**config.mk**
```make
export PLATFORM = sky130hd
export DESIGN_NAME = cpu_clk_gen
export DESIGN_NICKNAME = d
export VERILOG_FILES = /design/src/rtl/clkgen_pkg.sv /design/src/rtl/clkgen_ctrl.sv /design/src/rtl/clkgen_dp.sv /design/src/rtl/cpu_clk_gen.sv
export SDC_FILE = /design/constraint.sdc
export NUM_CORES = 1
export LEC_CHECK = 0
export ABC_AREA = 1
export BUFFER_PORTS_ARGS = -buffer_cell sky130_fd_sc_hd__buf_2
export CAP_MARGIN = 10
export CORE_AREA = 2 2 39 41
export CTS_CLUSTER_SIZE = 25
export DETAILED_ROUTE_END_ITERATION = 10
export DIE_AREA = 0 0 41 43
export GPL_TIMING_DRIVEN = 0
export PLACE_DENSITY = 0.55
export SYNTH_ARGS = -nofsm -noshare
export SYNTH_HDL_FRONTEND = slang
export SYNTH_SLANG_ARGS = --single-unit
```
**constraint.sdc**
```tcl
create_clock -name clk -period 1.4 [get_ports clk]
set_input_delay 0.14 -clock clk [delete_from_list [all_inputs] [get_ports clk]]
set_output_delay 0.14 -clock clk [all_outputs]
set_load 0.02 [all_outputs]
```
**src/rtl/clkgen_pkg.sv**
```systemverilog
package clkgen_pkg;

  // Strobes from the period control to the clock datapath
  typedef struct packed {
    logic startHigh;  // current period ends; next cycle begins a high phase
    logic startLow;   // high phase ends; next cycle begins the low phase
  } cpuStrobe_t;

endpackage

```
**src/rtl/clkgen_ctrl.sv**
```systemverilog
module clkgen_ctrl
  import clkgen_pkg::*;
#(
  parameter int FAST_DIV  = 5,
  parameter int FAST_HIGH = 3,
  parameter int SLOW_DIV  = 10,
  parameter int SLOW_HIGH = 5
) (
  input  logic       clk,
  input  logic       rst,
  input  logic       speedSel,
  output cpuStrobe_t strb
);

  localparam int MAX_DIV = (FAST_DIV > SLOW_DIV) ? FAST_DIV : SLOW_DIV;
  localparam int CW      = $clog2(MAX_DIV);

  logic [CW-1:0] phCnt;
  logic [CW-1:0] lastCnt;
  logic [CW-1:0] highEnd;
  logic          curFast;

  always_comb begin
    lastCnt        = curFast ? CW'(FAST_DIV - 1)  : CW'(SLOW_DIV - 1);
    highEnd        = curFast ? CW'(FAST_HIGH - 1) : CW'(SLOW_HIGH - 1);
    strb.startHigh = (phCnt == lastCnt);
    strb.startLow  = (phCnt == highEnd);
  end

  // The ratio is latched only where a full period closes
  always_ff @(posedge clk) begin
    if (rst) begin
      phCnt   <= '0;
      curFast <= 1'b0;
    end else if (strb.startHigh) begin
      phCnt   <= '0;
      curFast <= speedSel;
    end else begin
      phCnt   <= phCnt + 1'b1;
    end
  end

  AST_CNT_IN_PERIOD: assert property (@(posedge clk) disable iff (rst)
    phCnt <= lastCnt);

  AST_RATIO_AT_BOUNDARY: assert property (@(posedge clk) disable iff (rst)
    (phCnt != '0) |-> $stable(curFast));

  AST_SINGLE_STROBE: assert property (@(posedge clk) disable iff (rst)
    !(strb.startHigh && strb.startLow));

endmodule

```
**src/rtl/clkgen_dp.sv**
```systemverilog
module clkgen_dp
  import clkgen_pkg::*;
#(
  parameter int FIX_BITS = 2
) (
  input  logic       clk,
  input  logic       rst,
  input  cpuStrobe_t strb,
  output logic       vidClk,
  output logic       baudClk,
  output logic       cpuClk,
  output logic       cpuRise
);

  logic [FIX_BITS-1:0] fixCnt;

  // Fixed chain: each counter bit is a registered divided clock
  always_ff @(posedge clk) begin
    if (rst) fixCnt <= '0;
    else     fixCnt <= fixCnt + 1'b1;
  end

  assign vidClk  = fixCnt[0];
  assign baudClk = fixCnt[FIX_BITS-1];

  // CPU clock register, steered by the period control
  always_ff @(posedge clk) begin
    if (rst) begin
      cpuClk  <= 1'b1;
      cpuRise <= 1'b0;
    end else begin
      cpuRise <= strb.startHigh;
      if (strb.startHigh)     cpuClk <= 1'b1;
      else if (strb.startLow) cpuClk <= 1'b0;
    end
  end

  AST_VID_TOGGLE: assert property (@(posedge clk) disable iff (rst)
    1'b1 |=> (vidClk != $past(vidClk)));

  AST_BAUD_ON_VID_FALL: assert property (@(posedge clk) disable iff (rst)
    $fell(vidClk) |-> (baudClk != $past(baudClk)));

  AST_BAUD_HOLD: assert property (@(posedge clk) disable iff (rst)
    !$fell(vidClk) |-> $stable(baudClk));

  AST_MIN_HIGH: assert property (@(posedge clk) disable iff (rst)
    $fell(cpuClk) |-> ($past(cpuClk, 2) && $past(cpuClk, 3)));

  AST_MIN_LOW: assert property (@(posedge clk) disable iff (rst)
    $rose(cpuClk) |-> !$past(cpuClk, 2));

  AST_RISE_MARKED: assert property (@(posedge clk) disable iff (rst)
    $rose(cpuClk) |-> cpuRise);

  AST_MARK_ONLY_RISE: assert property (@(posedge clk) disable iff (rst)
    cpuRise |-> (cpuClk && !$past(cpuClk)));

endmodule

```
**src/rtl/cpu_clk_gen.sv**
```systemverilog
module cpu_clk_gen
  import clkgen_pkg::*;
#(
  parameter int FAST_DIV  = 5,
  parameter int FAST_HIGH = 3,
  parameter int SLOW_DIV  = 10,
  parameter int SLOW_HIGH = 5,
  parameter int FIX_BITS  = 2
) (
  input  logic clk,
  input  logic rst,
  input  logic speedSel,
  output logic vidClk,
  output logic baudClk,
  output logic cpuClk,
  output logic cpuRise
);

  cpuStrobe_t strb;

  clkgen_ctrl #(
    .FAST_DIV (FAST_DIV),
    .FAST_HIGH(FAST_HIGH),
    .SLOW_DIV (SLOW_DIV),
    .SLOW_HIGH(SLOW_HIGH)
  ) ctrl_i (
    .clk     (clk),
    .rst     (rst),
    .speedSel(speedSel),
    .strb    (strb)
  );

  clkgen_dp #(
    .FIX_BITS(FIX_BITS)
  ) dp_i (
    .clk    (clk),
    .rst    (rst),
    .strb   (strb),
    .vidClk (vidClk),
    .baudClk(baudClk),
    .cpuClk (cpuClk),
    .cpuRise(cpuRise)
  );

endmodule

```
# [Word level (Yosys, flattened, before mapping)]
# Cells that the tools add are included.
[op_classes] n_eq_ne=2 mux=2 add_sub_neg=2 reduce_logical=1
[ops] operator="$eq 4x4->1" count=2
[ops] operator="$add 4x1->4 const B" count=1
[ops] operator="$mux 4" count=1
[ops] operator="$mux 3" count=1
[ops] operator="$add 2x1->2 const B" count=1
[ops] operator="$reduce_or 2->1" count=1
[word_totals] out_inout_bits=4 register_bits=9

# [Depth between registers and ports, before layout]
# Gate-level depths: netlist of run 1.
[logic_depth] word_depth=3 ltp_mapped=8 mapped_depth_nobuf=8

# [Hierarchy]
# Synthesis of run 1 repeated with hierarchy kept, for this count alone.
[hier_totals] hier_cells=53 area_unflattened_um2=401.6
[by_module_without_submodules] mod="clkgen_ctrl" seq_area_each_um2=100.1 cells_per_inst=38 area_each_um2=276.5 n_inst=1
[by_module_without_submodules] mod="clkgen_dp" seq_area_each_um2=80.1 cells_per_inst=15 area_each_um2=125.1 n_inst=1

# [Worst setup path before layout of run 1]
# OpenSTA, ideal clock, no wires.
[synth_timing] path_kind="register to register" start="register ctrl_i.curFast" end="register dp_i.cpuClk" stages_incl_launch_ff=8 path_slack_ps=454 period_less_slack_ps=946 setup_ps=111 t_required_ps=1289 t_arrival_ps=835 path_cell_list="dfxtp_1 nor2_2 nor2_1 nor2_2 nand2_2 nand2_4 inv_2 nand2_2"
[synth_between] elab_chain_len=3 word_cells_on_any_way=5
[synth_lines] element="from (decl)" line_no="clkgen_ctrl.sv:21" rtl="logic curFast;"
[synth_lines] element="from (signal assigned)" line_no="clkgen_ctrl.sv:37" rtl="curFast <= speedSel;"
[synth_lines] element="$mux 4" line_no="clkgen_ctrl.sv:24" rtl="lastCnt = curFast ? CW'(FAST_DIV - 1) : CW'(SLOW_DIV - 1);"
[synth_lines] element="$eq 4x4->1" line_no="clkgen_ctrl.sv:26" rtl="strb.startHigh = (phCnt == lastCnt);"
[synth_lines] element="$reduce_or 2->1 (no line)"
[synth_lines] element="to (signal assigned)" line_no="clkgen_dp.sv:29" rtl="cpuClk <= 1'b1;"
[synth_lines] element="to (signal assigned)" line_no="clkgen_dp.sv:33" rtl="if (strb.startHigh) cpuClk <= 1'b1;"
[synth_lines] element="to (signal assigned)" line_no="clkgen_dp.sv:34" rtl="else if (strb.startLow) cpuClk <= 1'b0;"
[synth_lines] element="to (decl)" line_no="clkgen_dp.sv:11" rtl="output logic cpuClk,"
# Several ways; a longest one is shown, not always the timed one.
# A chain may end at the register's enable or synchronous reset.

# [Worst setup path in the final report of run 1]
[layout_timing] start="register ctrl_i.curFast" end="register ctrl_i.phCnt[1]"
[layout_between] elab_chain_len=3
[layout_lines] element="$mux 4" line_no="clkgen_ctrl.sv:24"
[layout_lines] element="$eq 4x4->1" line_no="clkgen_ctrl.sv:26"
[layout_lines] element="$reduce_or 2->1 (no line)"
[layout_lines] element="to (signal assigned)" line_no="clkgen_ctrl.sv:39" rtl="phCnt <= phCnt + 1'b1;"
[layout_lines] element="to (decl)" line_no="clkgen_ctrl.sv:18" rtl="logic [CW-1:0] phCnt;"
# No other way between the ends.

==> results.md, run 1 <==
* Max-slew headroom at 85.4%
* Main combinational cell family by area after synthesis: simple AND/OR/NAND/NOR gates
* Post-synthesis mux area share at 0%
* Logic gate share of total power at 10.5%
* Synthesized area per cell at 8.20 sq um
* Fin nets at 60
* RSZ-0062 raised after global routing: false
* Final wirelength at 532 um
* Dominant cell type by area after synthesis: dfxtp_1
* Count of final hold-check violations at 0
* Final ANT Viol Nets at 0
* Clock network power share at 36.9%
* Layout Area Growth over Synthesis at 21.0%
* Gate count of the mapped netlist at 45
* Worst path required time at 1550 ps
* Die width at 41 um
* PwrDens at 1210 nW/um^2
* Initial antenna violation count at 0
* CTS Buffer Depth at 2
* Maximum single-stage delay on the critical path at 440 ps
* First-pass DRT Iterations at 4
* Tot GR Track Use at 8.37%
* CTS sink count at 9
* Crit-path cells: nand2_1, nand2_1, nand2_1, inv_2, nand2_2, nand2_4, nor2_1
* Drt via density at 4.04
* Root Buffer: clkbuf_4
* I/O Pins at 7
* Total core area at 1380 sq um
* Final Wtd Congestion at 0.654
* Site row count at 14
* Worst clock skew at 10.7 ps
* Setup violators final at 0
* R2r setup slk at 360 ps
* Clock Latency Late Sink at 260 ps
* Worst setup SP type: register
* Sequential power share at 52.6%
* P_leak at 0.000208 uW
* Synthesized area at 369 sq um
* Chip height at 43 um
* Vias in the first global route at 222
* Most common cell on crit path: nand2_1
* Pin count of the biggest net entering global routing at 7
* Max cap viols at 0
* CTS clk-pin slew, worst paths at 70 ps
* Family with the most delay on the worst path: flip-flops
* Synth Area in XOR/XNOR at 9.49%
* P_sw at 138 uW
* Post-synthesis adder-cell area fraction at 3.39%
* Maximum VDD drop at 0.000392 V
* Switching share of power at 25.6%
* Final core utilization at 32.3%
* Syn nets at 49
* Hpwl dp at 418 um
* Synth Area in Simple Gates at 30.8%
* Num CTS Buffers at 3
* Drt initial violations at 6
* Compound-gate portion of the synthesized area at 1.36%
* Min Tclk post-route at 1040 ps
* Seq cells post-synth at 9
* CTS Hold Bufs at 0
* TritonCTS clock tree: built
* Period utilization at 74.4%
* Routed length per placed instance at 7.49 um
* H-Tree Level Count at 1
* WP buf/inv at 1
* Share of cells above drive strength 1 at 30.9%
* Total Negative Setup Slacks at 0 ps
* Yosys cell types at 15
* Outcome: complete, no violations
* Die area at 1760 sq um
* DR vias at 287
* Port Buffers at 6
* Fin. max-slew vios at 0
* ANT cells at 0
* Hold WC Path Type: input port to register
* Initial Util at 26.7%
* Synth warn at 0
* Peak Freq at 0.960 GHz
* Post-synth top area share at 48.8%
* Critical Path End Type: register
* Register area share after synthesis at 48.8%
* First-pass GRT wire length at 862 um
* Postcts setup bufs at 0
* Crit Path Class: register to register
* Worst-path fanout max at 6
* Power Internal at 401 uW
* Drt drc at 0
* Slowest stage cell on the critical path: dfxtp_1
* Synth area leaders: dfxtp_1, nor2_1, nand2_1, xnor2_1, inv_1
* Post-cts sizing count at 0
* Grt ovf at 0
* Worst-margin pin slew at 218 ps
* Critical path arrival at 1190 ps
==> placed cells by master (no fill, tap or decap), drive strengths merged <==
cell    instances
xnor2           3
ha              1
nand2          10
nor3            1
o21ai           1
nor2           10
xor2            1
buf             6
nand3           2
dfxtp           9
inv             6
clkbuf          3
clkinv          1
nand4           1
==> final cells by class <==
type / instances / area [sq um]
fill: 160 / 937
sequential: 9 / 180
tap: 16 / 20.0
inverter: 6 / 22.5
clock buffer: 3 / 22.5
multi-input combinational: 30 / 166
clock inverter: 1 / 5.00
timing repair buffer: 6 / 30.0
==> power groups by stage <==
| stage | Combinational [uW] | Sequential [uW] | Clock (uW) |
|---|---|---|---|
| floorplan | 34.8 | 296 | 0 |
| detailed placement | 57.2 | 290 | 0 |
| global placement | 56.6 | 289 | 0 |
| finish | 56.6 | 284 | 199 |
| global route | 63.1 | 287 | 226 |
| CTS | 57.9 | 284 | 209 |
==> metrics by stage <==
stage | cell area, sq um | hold WS [ps] | total power [uW] | cells | setup WS, ps
2_1_floorplan | 369 | 207 | 331 | 45 | 454
5_1_grt | 447 | 60.9 | 576 | 71 | 250
3_5_place_dp | 419 | 342 | 347 | 67 | 357
4_1_cts | 447 | 61.0 | 551 | 71 | 338
3_3_place_gp | 419 | 347 | 346 | 67 | 377
6_report | 447 | 70.2 | 539 | 71 | 358
==> state kept, by name, summed over array words and instances, names as in the netlist <==
name,flops
ctrl_i.curFast,1
ctrl_i.phCnt,4
dp_i.cpuClk,1
dp_i.cpuRise,1
dp_i.fixCnt,2
==> kinds of logic after synthesis <==
logic type,after synthesis
AND/OR/NAND/NOR,24
flip-flops,9
buffers and inverters,6
XOR/XNOR,4
AO/OA/AOI/OAI,1
adder cells (fa/ha/maj),1
==> worst paths after layout <==
path / endpoint / start / cells after the start
hold reg to reg: dp_i.fixCnt[0] / dp_i.fixCnt[0] / 1
setup reg to reg: ctrl_i.phCnt[1] / ctrl_i.curFast / 7
setup / recovery: ctrl_i.phCnt[1] / ctrl_i.curFast / 7
hold / removal: dp_i.fixCnt[0] / rst / 2
==> cell usage after synthesis <==
| cell | count |
|---|---|
| dfxtp_1 | 9 |
| ha_1 | 1 |
| inv_1 | 4 |
| inv_2 | 2 |
| nand2_1 | 7 |
| nand2_2 | 2 |
| nand2_4 | 1 |
| nand3_1 | 2 |
| nand4_1 | 1 |
| nor2_1 | 8 |
| nor2_2 | 2 |
| nor3_1 | 1 |
| o21ai_1 | 1 |
| xnor2_1 | 3 |
| xor2_1 | 1 |
==> metal layers <==
metal | vias up | global-route usage (%) | share of wire [%]
li1 | 158 | - | -
met1 | 123 | 7.82 | 48
met2 | 6 | 10.0 | 49
met3 | 0 | 4.71 | 3.2
met4 | 0 | 12.0 | 0
met5 | - | 0 | 0
No activity file was read; power rests on OpenSTA's default activity.
==> run 2: changes to the inputs <==
PLACE_DENSITY = 0.56   (was 0.55)
clock period = 0.85 ns   (was 1.4 ns; I/O delays follow)
==> run 2 against run 1 <==
- the flow now finishes with violations (negative setup slack)
- combinational power up 100%
- non-clock buffer count increased by 1
- maximum frequency grew 9.5%
- flip-flop and latch count unchanged
- via count increased by 3.8%
- core utilization rose by 4.2 points
- critical endpoint is now ctrl_i.phCnt[0]
- highest routed layer is now met4
==> results.md, run 2 (synthesis gave the netlist of run 1 again) <==
* R2r setup slk at -100 ps (-460 ps)
* Layout Area Growth over Synthesis at 36.6%
* First-pass GRT wire length at 1010 um (+18%)
* Setup crit end: ctrl_i.phCnt[0]
* Placed insts at 67 (unchanged)
* Final ANT Viol Nets at 0 (unchanged)
* Biggest regs: ctrl_i.phCnt: 4 flops, dp_i.fixCnt: 2 flops
* Drt drc at 0 (unchanged)
* Maximum VDD drop at 0.000686 V (+75%)
* DR vias at 298 (+3.8%)
* Fin nets at 61 (+1.7%)
* Chip height at 43 um (unchanged)
* Grt ovf at 0 (unchanged)
* Crit Path Class: register to register
* ANT cells at 0 (unchanged)
* H-Tree Level Count at 1 (unchanged)
* Tot GR Track Use at 8.69% (+0.32 points)
* Worst clock skew at 5.25 ps (-5.42 ps)
* Clock Latency Late Sink at 250 ps (about the same)
* P_leak at 0.000233 uW (+12%)
* Outcome: complete, but fails checks
* Peak Freq at 1.05 GHz (+9.5%)
* Tot Pwr at 896 uW (+66%)
* Failing checks: negative setup slack
* CTS Buffer Depth at 2 (unchanged)
* Setup violators final at 7 (+7)
* Commonest non-fill, non-tap cell in the layout: nor2_1
* Worst-margin pin slew at 165 ps (-53.2 ps)
* Pin count of the biggest net entering global routing at 7 (unchanged)
* Share of cells above drive strength 1 at 48.2% (+17 points)
* CTS sink count at 9 (unchanged)
* Worst setup path startpoint: ctrl_i.curFast
* I/O Pins at 7 (unchanged)
* Worst R2R Path Depth at 7 (unchanged)
* Count of final hold-check violations at 0 (unchanged)
* Critical path arrival at 1100 ps (-90 ps)
* Final wirelength at 633 um (+19%)
* Critical R2R Capture: ctrl_i.phCnt[0]
* Port Buffers at 6 (unchanged)
* Total core area at 1380 sq um (unchanged)
* Worst r2r src: ctrl_i.curFast
* Hpwl dp at 456 um (+9.3%)
* Min Tclk post-route at 952 ps (-90.0 ps)
* Site row count at 14 (unchanged)
* Routed length per placed instance at 8.79 um (+17%)
* TritonCTS clock tree: built
* First-pass DRT Iterations at 3 (-1)
* Initial antenna violation count at 0 (unchanged)
* Final worst slack at -102 ps (-460 ps)
* Vias in the first global route at 276 (+24%)
* Hold WC Path Type: input port to register
* Worst setup SP type: register
* Commonest cells after routing, fill and taps aside: nor2_1, nand2_1, inv_1, dfxtp_2, buf_4
* Non-filler cells in the finished layout at 72 (+1.4%)
* Largest Register: ctrl_i.phCnt
* PwrDens at 1780 nW/um^2 (+47%)
* Max-slew headroom at 89.0% (+3.6 points)
* Root Buffer: clkbuf_4
* Post-place setup slack at -155 ps (-512 ps)
* Final Wtd Congestion at 0.644 (-1.5%)
* Die width at 41 um (unchanged)
* RSZ-0062 raised after global routing: true
* Num CTS Buffers at 3 (unchanged)
* Die area at 1760 sq um (unchanged)
* Fin. max-slew vios at 0 (unchanged)
* Drt via density at 4.14 (+2.4%)
* Initial Util at 26.7% (unchanged)
* Drt initial violations at 1 (-5)
* Worst-path fanout max at 6 (unchanged)
* Worst path required time at 1000 ps (-550 ps)
* Critical Path End Type: register
* Period utilization at 112% (+38 points)
* CTS clk-pin slew, worst paths at 60 ps (about the same)
* Max FFs per register at 4 (unchanged)
* Max cap viols at 0 (unchanged)
## run 2: cell count changes in the layout (fill, tap and decap cells not counted), moves of 2 or more
cell     change
nor2_4       +2
dfxtp_1      -6
buf_2        -4
dfxtp_4      +2
dfxtp_2      +4
buf_4        +4
## run 2: where the power goes
part           switching (uW)  leakage (uW)  internal (uW)
Clock                     139     0.0000177            173
Sequential               25.9     0.0000763            445
Combinational            58.8      0.000139           54.5
## run 2: through the flow
step	instance area [sq um]	utilization (%)	hold WS [ps]	setup TNS [ps]
floorplan	372	-	152	-275
detailed placement	422	30.5	294	-916
finish	504	36.4	15.9	-598
global placement	422	30.5	292	-850
global route	504	36.4	9.28	-1120
CTS	477	34.4	10.2	-780
## run 2: critical path: stages, from the launching register on
cell,delay (ps)
dfxtp_4,390
nand2_1,70
nand2_2,70
nand2_1,60
inv_2,70
nand2_4,60
nand2_4,80
nor2_1,50
## run 2: area by class of cell
cell class,count,area [sq um]
fillers,153,880
flip-flops and latches,9,193
multi-input cells,30,190
repair buffers,7,51.3
clock buffers,3,22.5
inverters,6,22.5
well taps,16,20.0
clock inverters,1,5.00
## run 2: how the worst min path moves through the flow
stage               start             end  slack (ps)  cells past startpoint
finish                rst  dp_i.fixCnt[0]          20                      2
global route          rst  dp_i.fixCnt[0]           9                      2
detailed placement    rst  dp_i.fixCnt[0]         290                      2
CTS                   rst  dp_i.fixCnt[0]          10                      2
global placement      rst  dp_i.fixCnt[0]         290                      2
floorplan             rst  dp_i.fixCnt[0]         150                      1
## run 2: timing repair
item	4_1_cts	5_1_grt
buffers inserted	1	0
setup endpoints to repair	9	11
gates resized for setup	8	9
hold buffers	0	0
pin swaps	2	1
gates cloned	0	0
## run 2: routing by layer
layer	GRT usage, %	vias to the layer above	part of all wire [%]
li1	-	158	-
met1	8.85	135	39
met2	13.8	3	57
met3	1.57	2	1.4
met4	8.00	0	2.2
met5	0	-	0
==> run 3: changes to the inputs <==
PLACE_DENSITY = 0.57   (was 0.56)
REMOVE_ABC_BUFFERS = 1   (was not set)
==> run 3 against run 2 <==
- the flow still finishes with violations (negative setup slack)
- worst hold slack better by 7.7 ps
- sequential power about the same
- clock skew down 4.5 ps
- routed wire length down 11%
- global-route usage down 0.34 points
==> results.md, run 3 (synthesis gave the netlist of run 1 again) <==
* I/O Pins at 7 (unchanged)
* Slowest stage cell on the critical path: dfxtp_4
* CTS clk-pin slew, worst paths at 60 ps (about the same)
* Fin nets at 63 (+3.3%)
* Routed length per placed instance at 7.64 um (-13%)
* Die area at 1760 sq um (unchanged)
* Crit Path Class: register to register
* M2 GR Usage at 12.2% (-1.6 points)
* P_leak at 0.000239 uW (+2.2%)
* Levels on crit path at 5 (-2)
* Worst-path fanout max at 6 (unchanged)
* Most common cell on crit path: nand2_4
* Max cap viols at 0 (unchanged)
* Fin. max-slew vios at 0 (unchanged)
* Worst setup path startpoint: ctrl_i.curFast
* Fin Hold WS at 23.5 ps (+7.66 ps)
* PwrDens at 1780 nW/um^2 (+0.11%)
* Worst Hold Depth at 2 (unchanged)
* Crit-path cells: o21ai_1, nor2_2, nand2_4, nand2_4, nor2_1
* Maximum VDD drop at 0.000549 V (-20%)
* First-pass DRT Iterations at 2 (-1)
* Failing checks: negative setup slack
* Final worst slack at -108 ps (-6.22 ps)
* Worst r2r src: ctrl_i.curFast
* Root Buffer: clkbuf_4
* Family with the most delay on the worst path: flip-flops
* ANT cells at 0 (unchanged)
* Worst path required time at 990 ps (about the same)
* Period utilization at 113% (+0.73 points)
* Max-slew headroom at 89.1% (+0.11 points)
* Site row count at 14 (unchanged)
* DR vias at 305 (+2.3%)
* Chip height at 43 um (unchanged)
* Hpwl dp at 422 um (-7.6%)
* Count of final hold-check violations at 0 (unchanged)
* Global-route met1 utilization at 8.41% (-0.44 points)
* RSZ-0062 raised after global routing: true
* CTS sink count at 9 (unchanged)
* Max FFs per register at 4 (unchanged)
* Commonest non-fill, non-tap cell in the layout: nor2_1
* R2r setup slk at -110 ps (about the same)
* Vias in the first global route at 273 (-1.1%)
* Final wirelength at 565 um (-11%)
* Worst-margin pin slew at 162 ps (-2.87 ps)
* Non-filler cells in the finished layout at 74 (+2.8%)
* Maximum single-stage delay on the critical path at 380 ps (about the same)
* Num CTS Buffers at 3 (unchanged)
* Drt via density at 4.12 (-0.42%)
* Critical Path End Type: register
* Final Wtd Congestion at 0.572 (-11%)
* Worst R2R Path Depth at 5 (-2)
* CTS Hold Bufs at 0 (unchanged)
* Worst clock skew at 0.719 ps (-4.53 ps)
* Die width at 41 um (unchanged)
* Worst setup SP type: register
* Placed insts at 67 (unchanged)
* Drt drc at 0 (unchanged)
* H-Tree Level Count at 1 (unchanged)
* Post-place setup slack at -210 ps (-55.7 ps)
* Grt peak-use layer: met2
* Clock Latency Late Sink at 250 ps (about the same)
* Min Tclk post-route at 958 ps (+6.23 ps)
* First-pass GRT wire length at 952 um (-6.1%)
* Peak Freq at 1.04 GHz (-0.65%)
* Largest Register: ctrl_i.phCnt
* Drt initial violations at 4 (+3)
* Tot GR Track Use at 8.35% (-0.34 points)
* Fillers at 153 (unchanged)
* Final ANT Viol Nets at 0 (unchanged)
* Outcome: complete, but fails checks
* Setup violators final at 7 (unchanged)
* Setup crit end: ctrl_i.phCnt[0]
* Pin count of the biggest net entering global routing at 7 (unchanged)
* Final core utilization at 36.3% (-0.090 points)
* Critical R2R Capture: ctrl_i.phCnt[0]
* Hold WC Path Type: input port to register
* Commonest cells after routing, fill and taps aside: nor2_1, nand2_1, buf_4
* Port Buffers at 6 (unchanged)
* Routing usage on met3 at 3.14% (+1.6 points)
* CTS Buffer Depth at 2 (unchanged)
* Critical path arrival at 1100 ps (about the same)
* Share of cells above drive strength 1 at 46.6% (-1.7 points)
* Grt ovf at 0 (unchanged)
* Biggest regs: ctrl_i.phCnt: 4 flops, dp_i.fixCnt: 2 flops
* Layout Area Growth over Synthesis at 36.3%
* Total core area at 1380 sq um (unchanged)
* Initial antenna violation count at 0 (unchanged)
* WP buf/inv at 0 (-1)
* TritonCTS clock tree: built
* Initial Util at 26.7% (unchanged)
[run 3: layout make-up]
type	instances	area, sq um	share of cell area [%]
Sequential cell	9	193	38.3
Multi-Input combinational cell	30	181	36.1
Tap cell	16	20.0	3.98
Clock buffer	4	26.3	5.22
Timing Repair Buffer	9	60.1	11.9
Inverter	6	22.5	4.48
[run 3: what timing repair did]
| action | in CTS | in global routing |
|---|---|---|
| setup endpoints to repair | 9 | 10 |
| buffers inserted | 2 | 1 |
| gates cloned | 0 | 0 |
| resized for setup | 10 | 5 |
| pin swaps | 4 | 4 |
| hold endpoints to repair | 0 | 0 |
[run 3: worst min-delay path by stage]
| stage | start | endpoint | slack [ps] |
|---|---|---|---|
| detailed placement | rst | dp_i.fixCnt[0] | 300 |
| finish | rst | dp_i.fixCnt[0] | 20 |
| floorplan | rst | dp_i.fixCnt[0] | 150 |
| global route | rst | dp_i.fixCnt[0] | 20 |
| global placement | rst | dp_i.fixCnt[0] | 290 |
| CTS | rst | dp_i.fixCnt[0] | 20 |
[run 3: metal layers]
metal / wire (um) / vias to the layer above
met2: 256 / 6
met3: 18 / 2
met1: 272 / 132
met5: 0 / -
li1: - / 165
met4: 18 / 0
[run 3: per-stage QoR]
stage          setup TNS [ps]  total power [uW]  cell area (sq um)
2_1_floorplan            -539               545                369
3_3_place_gp            -1160               570                419
3_5_place_dp            -1300               572                419
4_1_cts                  -751               899                483
5_1_grt                 -1050               959                503
6_report                 -627               895                503
[run 3: power breakdown]
group          internal (uW)  switching, uW
logic                   57.8           57.5
registers                445           23.2
clock network            180            132
total                    683            212
